$ cat src/rtl/mr_pkg.sv
package mr_pkg;

    localparam int MODE_W = 8;
    localparam int LVL_W  = 2;
    localparam logic [MODE_W-1:0] VALID_MASK = 8'hAF;
    localparam int IDX_T  = 5;
    localparam int IDX_LF = 7;

    typedef struct packed {
        logic             lf;
        logic             rsv_hi;
        logic             t;
        logic             rsv_lo;
        logic [1:0]       scale;
        logic [LVL_W-1:0] mask;
    } mode_t;

    typedef enum logic [1:0] {
        SC_NONE = 2'b00,
        SC_DOWN = 2'b01,
        SC_UP   = 2'b10,
        SC_RSV  = 2'b11
    } scale_e;

    typedef enum logic [3:0] {
        EV_NONE,
        EV_SWRST,
        EV_IRQ,
        EV_RTI,
        EV_LSTART,
        EV_LEND,
        EV_ORI,
        EV_ANDI
    } mr_event_e;

    localparam mode_t MODE_HW_RESET = '{lf: 1'b0, rsv_hi: 1'b0, t: 1'b0, rsv_lo: 1'b0,
                                        scale: 2'b00, mask: 2'b11};

    function automatic mode_t scrub(input logic [MODE_W-1:0] v);
        return mode_t'(v & VALID_MASK);
    endfunction

    function automatic logic level_permitted(input logic [LVL_W-1:0] lvl,
                                             input logic [LVL_W-1:0] mask);
        return (lvl >= mask);
    endfunction

    function automatic logic [1:0] eff_scale(input logic [1:0] s);
        return (scale_e'(s) == SC_RSV) ? SC_NONE : s;
    endfunction

endpackage

$ cat src/rtl/mr_event_arb.sv
module mr_event_arb
    import mr_pkg::*;
(
    input  logic      sw_rst_i,
    input  logic      irq_i,
    input  logic      rti_i,
    input  logic      lstart_i,
    input  logic      lend_i,
    input  logic      ori_i,
    input  logic      andi_i,
    output mr_event_e ev_o
);

    always_comb begin
        if (sw_rst_i)      ev_o = EV_SWRST;
        else if (irq_i)    ev_o = EV_IRQ;
        else if (rti_i)    ev_o = EV_RTI;
        else if (lstart_i) ev_o = EV_LSTART;
        else if (lend_i)   ev_o = EV_LEND;
        else if (ori_i)    ev_o = EV_ORI;
        else if (andi_i)   ev_o = EV_ANDI;
        else               ev_o = EV_NONE;
    end

endmodule

$ cat src/rtl/mr_sys_stack.sv
module mr_sys_stack #(
    parameter int DEPTH = 15,
    parameter int WIDTH = 8
) (
    input  logic             clk,
    input  logic             rst,
    input  logic             flush_i,
    input  logic             push_i,
    input  logic             pop_i,
    input  logic [WIDTH-1:0] din_i,
    output logic [WIDTH-1:0] top_o,
    output logic             full_o,
    output logic             empty_o,
    output logic             ovf_o,
    output logic             unf_o
);

    localparam int PW = $clog2(DEPTH + 1);

    logic [WIDTH-1:0] mem [DEPTH];
    logic [PW-1:0]    cnt_q;
    logic             do_push;
    logic             do_pop;

    assign full_o  = (cnt_q == PW'(DEPTH));
    assign empty_o = (cnt_q == '0);
    assign do_push = push_i && !full_o;
    assign do_pop  = pop_i && !empty_o;
    assign ovf_o   = push_i && full_o;
    assign unf_o   = pop_i && empty_o;
    assign top_o   = empty_o ? '0 : mem[cnt_q - 1'b1];

    always_ff @(posedge clk) begin
        if (rst || flush_i)
            cnt_q <= '0;
        else if (do_push)
            cnt_q <= cnt_q + 1'b1;
        else if (do_pop)
            cnt_q <= cnt_q - 1'b1;
    end

    always_ff @(posedge clk) begin
        if (do_push && !flush_i)
            mem[cnt_q] <= din_i;
    end

endmodule

$ cat src/rtl/mr_trace_unit.sv
module mr_trace_unit (
    input  logic clk,
    input  logic rst,
    input  logic start_i,
    input  logic done_i,
    input  logic t_i,
    output logic req_o
);

    logic armed_q;
    logic armed_now;

    assign armed_now = start_i ? t_i : armed_q;

    always_ff @(posedge clk) begin
        if (rst) begin
            armed_q <= 1'b0;
            req_o   <= 1'b0;
        end else begin
            armed_q <= armed_now;
            req_o   <= done_i && armed_now;
        end
    end

endmodule

$ cat src/rtl/mode_reg_ctrl.sv
module mode_reg_ctrl
    import mr_pkg::*;
#(
    parameter int STACK_DEPTH = 15
) (
    input  logic        clk,
    input  logic        rst,
    input  logic        sw_reset_i,
    input  logic        irq_enter_i,
    input  logic        rti_i,
    input  logic        loop_start_i,
    input  logic        loop_end_i,
    input  logic        ori_i,
    input  logic        andi_i,
    input  logic [7:0]  imm_i,
    input  logic [1:0]  req_level_i,
    input  logic        instr_start_i,
    input  logic        instr_done_i,
    output logic [7:0]  mode_o,
    output logic [1:0]  ipl_mask_o,
    output logic [1:0]  scale_o,
    output logic        irq_permit_o,
    output logic        trace_req_o,
    output logic        stk_ovf_o,
    output logic        stk_unf_o
);

    mode_t             mode_q;
    mode_t             mode_d;
    mr_event_e         ev;
    logic [MODE_W-1:0] stk_top;
    logic              stk_full;
    logic              stk_empty;
    logic              stk_push;
    logic              stk_pop;
    logic              stk_flush;

    mr_event_arb u_arb (
        .sw_rst_i (sw_reset_i),
        .irq_i    (irq_enter_i),
        .rti_i    (rti_i),
        .lstart_i (loop_start_i),
        .lend_i   (loop_end_i),
        .ori_i    (ori_i),
        .andi_i   (andi_i),
        .ev_o     (ev)
    );

    assign stk_push  = (ev == EV_IRQ) || (ev == EV_LSTART);
    assign stk_pop   = (ev == EV_RTI) || (ev == EV_LEND);
    assign stk_flush = (ev == EV_SWRST);

    mr_sys_stack #(
        .DEPTH (STACK_DEPTH),
        .WIDTH (MODE_W)
    ) u_stack (
        .clk     (clk),
        .rst     (rst),
        .flush_i (stk_flush),
        .push_i  (stk_push),
        .pop_i   (stk_pop),
        .din_i   (mode_q),
        .top_o   (stk_top),
        .full_o  (stk_full),
        .empty_o (stk_empty),
        .ovf_o   (stk_ovf_o),
        .unf_o   (stk_unf_o)
    );

    always_comb begin
        mode_d = mode_q;
        case (ev)
            EV_SWRST: begin
                mode_d.scale = SC_NONE;
                mode_d.t     = 1'b0;
                mode_d.lf    = 1'b0;
            end
            EV_IRQ: begin
                if (!stk_full) begin
                    mode_d.scale = SC_NONE;
                    mode_d.t     = 1'b0;
                    mode_d.lf    = 1'b0;
                end
            end
            EV_RTI: begin
                if (!stk_empty)
                    mode_d = scrub(stk_top);
            end
            EV_LSTART: begin
                if (!stk_full)
                    mode_d.lf = 1'b1;
            end
            EV_LEND: begin
                if (!stk_empty)
                    mode_d.lf = stk_top[IDX_LF];
            end
            EV_ORI:  mode_d = scrub(mode_q | imm_i);
            EV_ANDI: mode_d = scrub(mode_q & imm_i);
            default: ;
        endcase
    end

    always_ff @(posedge clk) begin
        if (rst)
            mode_q <= MODE_HW_RESET;
        else
            mode_q <= mode_d;
    end

    mr_trace_unit u_trace (
        .clk     (clk),
        .rst     (rst),
        .start_i (instr_start_i),
        .done_i  (instr_done_i),
        .t_i     (mode_q.t),
        .req_o   (trace_req_o)
    );

    assign mode_o       = mode_q;
    assign ipl_mask_o   = mode_q.mask;
    assign scale_o      = eff_scale(mode_q.scale);
    assign irq_permit_o = level_permitted(req_level_i, mode_q.mask);

endmodule

$ cat config.mk
export PLATFORM = sky130hd
export DESIGN_NAME = mode_reg_ctrl
export DESIGN_NICKNAME = d
export VERILOG_FILES = /design/src/rtl/mr_pkg.sv /design/src/rtl/mr_event_arb.sv /design/src/rtl/mr_sys_stack.sv /design/src/rtl/mr_trace_unit.sv /design/src/rtl/mode_reg_ctrl.sv
export SDC_FILE = /design/constraint.sdc
export NUM_CORES = 1
export LEC_CHECK = 0
export BUFFER_PORTS_ARGS = -buffer_cell sky130_fd_sc_hd__buf_2
export CORE_AREA = 2 2 108 110
export DETAILED_ROUTE_END_ITERATION = 6
export DIE_AREA = 0 0 110 112
export PLACE_DENSITY_LB_ADDON = 0.08
export SETUP_SLACK_MARGIN = 0.5
export SYNTH_ARGS = -nofsm -noshare
export SYNTH_HDL_FRONTEND = slang
export SYNTH_HIERARCHICAL = 1
export SYNTH_SLANG_ARGS = --single-unit
$ cat constraint.sdc
create_clock -name clk -period 7.2 [get_ports clk]
set_clock_uncertainty 0.1 [all_clocks]
set_input_delay 0.36 -clock clk [delete_from_list [all_inputs] [get_ports clk]]
set_output_delay 0.36 -clock clk [all_outputs]
set_load 0.02 [all_outputs]
# After elaboration in Yosys (flattened, before gate mapping)
# Memories as Yosys holds them, arrays and structs flattened.
# Index checks and enable logic that the tools add are counted.
[word_totals] reg_bits=14 latchBits=0 ram_bits=120 romBits=0 inputBits=21 memories=1
[memory_table] name="u_stack.mem" depth=15 width=8 read_ports=1 rd_clocked_by_memory_dff=0 wr=1 line_no="mr_sys_stack.sv:20" text="logic [WIDTH-1:0] mem [DEPTH];"
[op_classes] add_sub_neg=2 n_mul=0 div=0 order_cmp=1 eq_ne=13 shifts=0 muxes=24 bitwise=2 reduce_logical=23
[ops] op="$mux W4" count=8
[ops] op="$eq A4 B3 Y1 const B" count=4
[ops] op="$pmux W2 S5" count=1
[ops] op="$and A8 B8 Y8" count=1
[ops] op="$eq A4 B2 Y1 const B" count=2
[ops] op="$mux W8" count=1
[ops] op="$ne A2 B2 Y1 const B" count=4
[ops] op="$or A8 B8 Y8" count=1
[ops] op="$pmux W1 S7" count=1
[ops] op="$reduce_bool A7 Y1" count=1
[ops] op="$logic_and A1 B1 Y1" count=6
[ops] op="$mux W1" count=6
[ops] op="$pmux W2 S3" count=1
[ops] op="$pmux W1 S5" count=1
[ops] op="$reduce_and A5 Y1" count=1
[ops] op="$reduce_bool A5 Y1" count=1
[ops] op="$add A4 B1 Y4 const B" count=1
[ops] op="$eq A4 B1 Y1 const B" count=1
[ops] op="$eq A4 B4 Y1 const B" count=1
[ops] op="$logic_not A4 Y1" count=1
[ops] op="$mux W2" count=2
[ops] op="$pmux W1 S2" count=2
[ops] op="$reduce_and A2 Y1" count=2
[ops] op="$reduce_bool A2 Y1" count=2
[ops] op="other kinds (9)" count=13

# Depth between registers and ports, before layout
[logic_depth] depth_word=13 ltp_mapped=14 ltp_nobuf=9

# By module
# Netlist, hierarchy kept.
[modules_own_cells] mod="mr_sys_stack" n_inst=1 cells_each=282 area_per_inst_um2=5197.5
[modules_own_cells] mod="mode_reg_ctrl" n_inst=1 cells_each=80 area_per_inst_um2=659.4
[modules_own_cells] mod="mr_event_arb" n_inst=1 cells_each=13 area_per_inst_um2=72.6
[modules_own_cells] mod="mr_trace_unit" n_inst=1 cells_each=5 area_per_inst_um2=66.3

# Worst setup path after synthesis
# OpenSTA, ideal clock, no wires.
[synth_timing] path_kind="input to register" start="input port loop_start_i" end="memory u_stack.mem[3][0], enable pin" setup_time_ns=0.383 arrival_time_ns=2.526 t_required_ns=6.717 setup_slack_ns=4.190 path_stages=9 path_buffers=1 cell_sequence="nor2_1 -> o21ai_0 -> a21oi_1 -> xnor2_1 -> nor3_1 -> clkbuf_1 -> nor2b_1 -> nand2_1 -> nor3_1"
[synth_via] elab_chain_cells=10 elab_cells_between_ends=13 cone_classes="eq/ne (3); mux (6); reduce/logical (4)"
[synth_lines] item="from (decl)" line_no="mode_reg_ctrl.sv:11" text="input logic loop_start_i,"
[synth_lines] item="$mux W4 *" line_no="mr_event_arb.sv:18" text="else if (lstart_i) ev_o = EV_LSTART;"
[synth_lines] item="$mux W4 *" line_no="mr_event_arb.sv:17" text="else if (rti_i) ev_o = EV_RTI;"
[synth_lines] item="$mux W4 *" line_no="mr_event_arb.sv:16" text="else if (irq_i) ev_o = EV_IRQ;"
[synth_lines] item="$mux W4 *" line_no="mr_event_arb.sv:15" text="if (sw_rst_i) ev_o = EV_SWRST;"
[synth_lines] item="net ev[1]" line_no="mode_reg_ctrl.sv:30" text="mr_event_e ev;"
[synth_lines] item="$eq A4 B2 Y1 / $eq A4 B3 Y1 (equally long branches)" line_no="mode_reg_ctrl.sv:49" text="assign stk_push = (ev == EV_IRQ) || (ev == EV_LSTART);"
[synth_lines] item="$logic_or A1 B1 Y1 *" line_no="mode_reg_ctrl.sv:49"
[synth_lines] item="net stk_push" line_no="mode_reg_ctrl.sv:34" text="logic stk_push;"
[synth_lines] item="$logic_and A1 B1 Y1 *" line_no="mr_sys_stack.sv:27" text="assign do_push = push_i && !full_o;"
[synth_lines] item="$logic_and A1 B1 Y1 *" line_no="mr_sys_stack.sv:43" text="if (do_push && !flush_i)"
[synth_lines] item="$mux W1 *" line_no="mr_sys_stack.sv:43"
[synth_lines] item="$mux W1 (not written as such) *" line_no="mr_sys_stack.sv:44" text="mem[cnt_q] <= din_i;"
[synth_lines] item="to (decl)" line_no="mr_sys_stack.sv:20"
# Mark *: on every way through the listed nets, which the timed path passes. The rest lies on a longest branch.

# Worst setup path after layout
[layout_timing] start="register u_stack.cnt_q[0]" end="register mode_q (netlist bit mode_o[2])"
[layout_via] elab_chain_cells=4 elab_cells_between_ends=9 cone_classes="add/sub (1); eq/ne (3); mux (2); reduce/logical (2); memory (1)"
[layout_lines] item="from (decl)" line_no="mr_sys_stack.sv:21" text="logic [PW-1:0] cnt_q;"
[layout_lines] item="from (signal assigned)" line_no="mr_sys_stack.sv:37" text="cnt_q <= cnt_q + 1'b1;"
[layout_lines] item="from (signal assigned)" line_no="mr_sys_stack.sv:39" text="cnt_q <= cnt_q - 1'b1;"
[layout_lines] item="$sub A4 B1 Y4" line_no="mr_sys_stack.sv:31" text="assign top_o = empty_o ? '0 : mem[cnt_q - 1'b1];"
[layout_lines] item="$mem_v2 Z15 W8"
[layout_lines] item="net stk_top[2]" line_no="mode_reg_ctrl.sv:31" text="logic [MODE_W-1:0] stk_top;"
[layout_lines] item="$mux W8" line_no="mode_reg_ctrl.sv:86" text="if (!stk_empty)"
[layout_lines] item="$pmux W2 S5" line_no="mode_reg_ctrl.sv:72" text="case (ev)"
[layout_lines] item="to (signal assigned)" line_no="mode_reg_ctrl.sv:107" text="mode_q <= mode_d;"
[layout_lines] item="to (decl)" line_no="mode_reg_ctrl.sv:28" text="mode_t mode_q;"
# The timed path passes the listed nets, and every way through them passes these cells. The select of a mux whose other input is x is not followed.
# A chain may end at the register's enable or synchronous reset.

==> run_results.csv <==
group,metric,value,unit
setup_path,critPathCaptureType,"register",
clock_network,clkTransAtPathRegs,0.07,ns
timing,worst_slew_pin_slew,1.03,ns
cells_and_area,fin_nets,386,
place,portBuffers,32,
clock_network,cts_tree,"done",
detailed_routing,routedWlPerCell,20.1,um
status,outcome,"finished, final reports clean",
power,peakVddDrop,0.000103,V
place,place_congestion,0.848,
clock_network,htree_levels,3,
timing,fmax,0.265,GHz
cells_and_area,instances_no_fill,505,
clock_network,clock_path_buffers,2,
power,power_leakage,1.85,nW
grt,grt_max_degree,31,
setup_path,crit_slowest_cell,"dfxtp_2",
setup_path,worst_path_most_repeated_cell,"a211oi_1",
timing,maxSlewHeadroom,30.9,%
die,die_h,112,um
place,placed_area,5050,um^2
grt,track_usage,17.7,%
hold_path,holdCritPathClass,"input pin to register",
timing,setup_tns,0,ns
timing,finalHoldViolations,0,
place,hpwl,6.67,mm
cells_and_area,fin_util,47.9,%
clock_network,postCtsHoldBufs,0,
die,die_w,110,um
die,io_pins,37,
cells_and_area,antenna_cells,0,
cells_and_area,fin_area,5360,um^2
yosys,synth_area,4860,um^2
yosys,synthCells,331,
place,pre_cts_ws,3.35,ns
yosys,yosysWarnings,6,
setup_path,crit_chain,"inv_1, ha_1, buf_4, nor2_1, a211oi_2, a211oi_1, a211oi_1, a22oi_1, o32ai_1",
cells_and_area,nFillCells,975,
timing,setup_violations,0,
detailed_routing,viasPerCell,5.54,
cells_and_area,syn2layout_area_growth,10.3,%
setup_path,worstSetupStartpointType,"register",
die,dieArea,12300,um^2
clock_network,cts_root_buf,"clkbuf_16",
timing,slew_viol_final,0,
setup_path,arrival,3.93,ns
detailed_routing,firstDrtPassIters,4,
place,placedCellCount,489,
yosys,syn_avg_cell_area,14.7,um^2
die,core,11200,um^2
setup_path,crit_required,7.36,ns
die,initial_core_util,43.5,%
timing,hold_ws,0.157,ns
timing,rsz0062_at_grt,"false",
clock_network,clock_sinks,102,
detailed_routing,num_vias,2799,
setup_path,crit_buf_inv,2,
setup_path,critical_path.max_stage_delay,1.00,ns
detailed_routing,drc_errors,0,
power,total_power,1.30,mW
detailed_routing,finalWirelength,10.2,mm
timing,finalCriticalPeriod,3.77,ns
setup_path,cp_top_family,"compound AO/OA/AOI/OAI gates",
grt,grt_pass1_wl,15.6,mm
setup_path,timing_worst_setup_path_type,"register to register",
clock_network,clock_latency,0.34,ns
detailed_routing,drt-initial-drc-count,190,
grt,grt_overflow,0,
clock_network,cts_buffers,9,
die,fp-row-count,39,
timing,setup_ws,3.43,ns
setup_path,crit_fanout,30,
clock_network,ctsResizeCount,0,
timing,min_period_over_period,52.4,%
grt,antenna_found_initial,0,
cells_and_area,final_layout_size_suffix_gt1_share,24.9,%
job,max_cap_viol_count,0,
detailed_routing,ant_nets,0,
clock_network,cts_setup_buffers,0,
power,power_density,242,nW/um^2
grt,grt_pass1_vias,2684,
## state kept, by name, summed over array words and instances (netlist names)
| name | count |
|---|---|
| ipl_mask_o | 2 |
| mode_o | 4 |
| u_stack/cnt_q | 4 |
| u_trace/armed_q | 1 |
| u_stack/mem | 90 |
| u_trace/req_o | 1 |
## metal layers
metal  wire length, um  GRT usage (%)
met5                 0              0
met3               460           4.04
met2              4800           26.8
met1              4660           24.2
met4               258           8.02
## power breakdown
| part | switching [mW] | internal [mW] |
|---|---|---|
| clock network | 0.206 | 0.305 |
| registers | 0.0138 | 0.640 |
| logic | 0.0758 | 0.0544 |
## layout by cell type, fill, tap and decap left out, types with 6 or more instances in the layout
cell type  instances
nor2b_1            6
o21ai_0            8
a211oi_1          15
inv_1             10
nor3_1             8
ha_1               8
edfxtp_1          90
nor2_1            24
buf_2             32
mux2i_1           13
clkbuf_16          9
a22oi_1            6
a21oi_1            6
mux4_2            14
dfxtp_1           11
buf_4              8
nand2_1           13
## layout make-up
| cell class | count | area [um^2] | area share (%) |
|---|---|---|---|
| sequential | 102 | 2940 | 55.0 |
| multi-input combinational | 190 | 1650 | 30.7 |
| clock buffer | 12 | 236 | 4.41 |
| timing repair buffer | 40 | 220 | 4.11 |
| tap | 143 | 179 | 3.34 |
| clock inverter | 4 | 73.8 | 1.38 |
| inverter | 14 | 57.6 | 1.07 |
## final timing paths
kind,startpoint,end,slack (ns),cells past startpoint
setup / recovery,u_stack/cnt_q[0]$_SDFFE_PP0P_,mode_o[2]$_SDFFE_PP0P_,3.43,9
hold / removal,instr_done_i,u_trace/req_o$_SDFF_PP0_,0.16,2
setup reg to reg,u_stack/cnt_q[0]$_SDFFE_PP0P_,mode_o[2]$_SDFFE_PP0P_,3.43,9
hold reg to reg,u_trace/armed_q$_SDFF_PP0_,u_trace/armed_q$_SDFF_PP0_,0.43,2
Note: power is estimated with default switching activity, not from simulation.
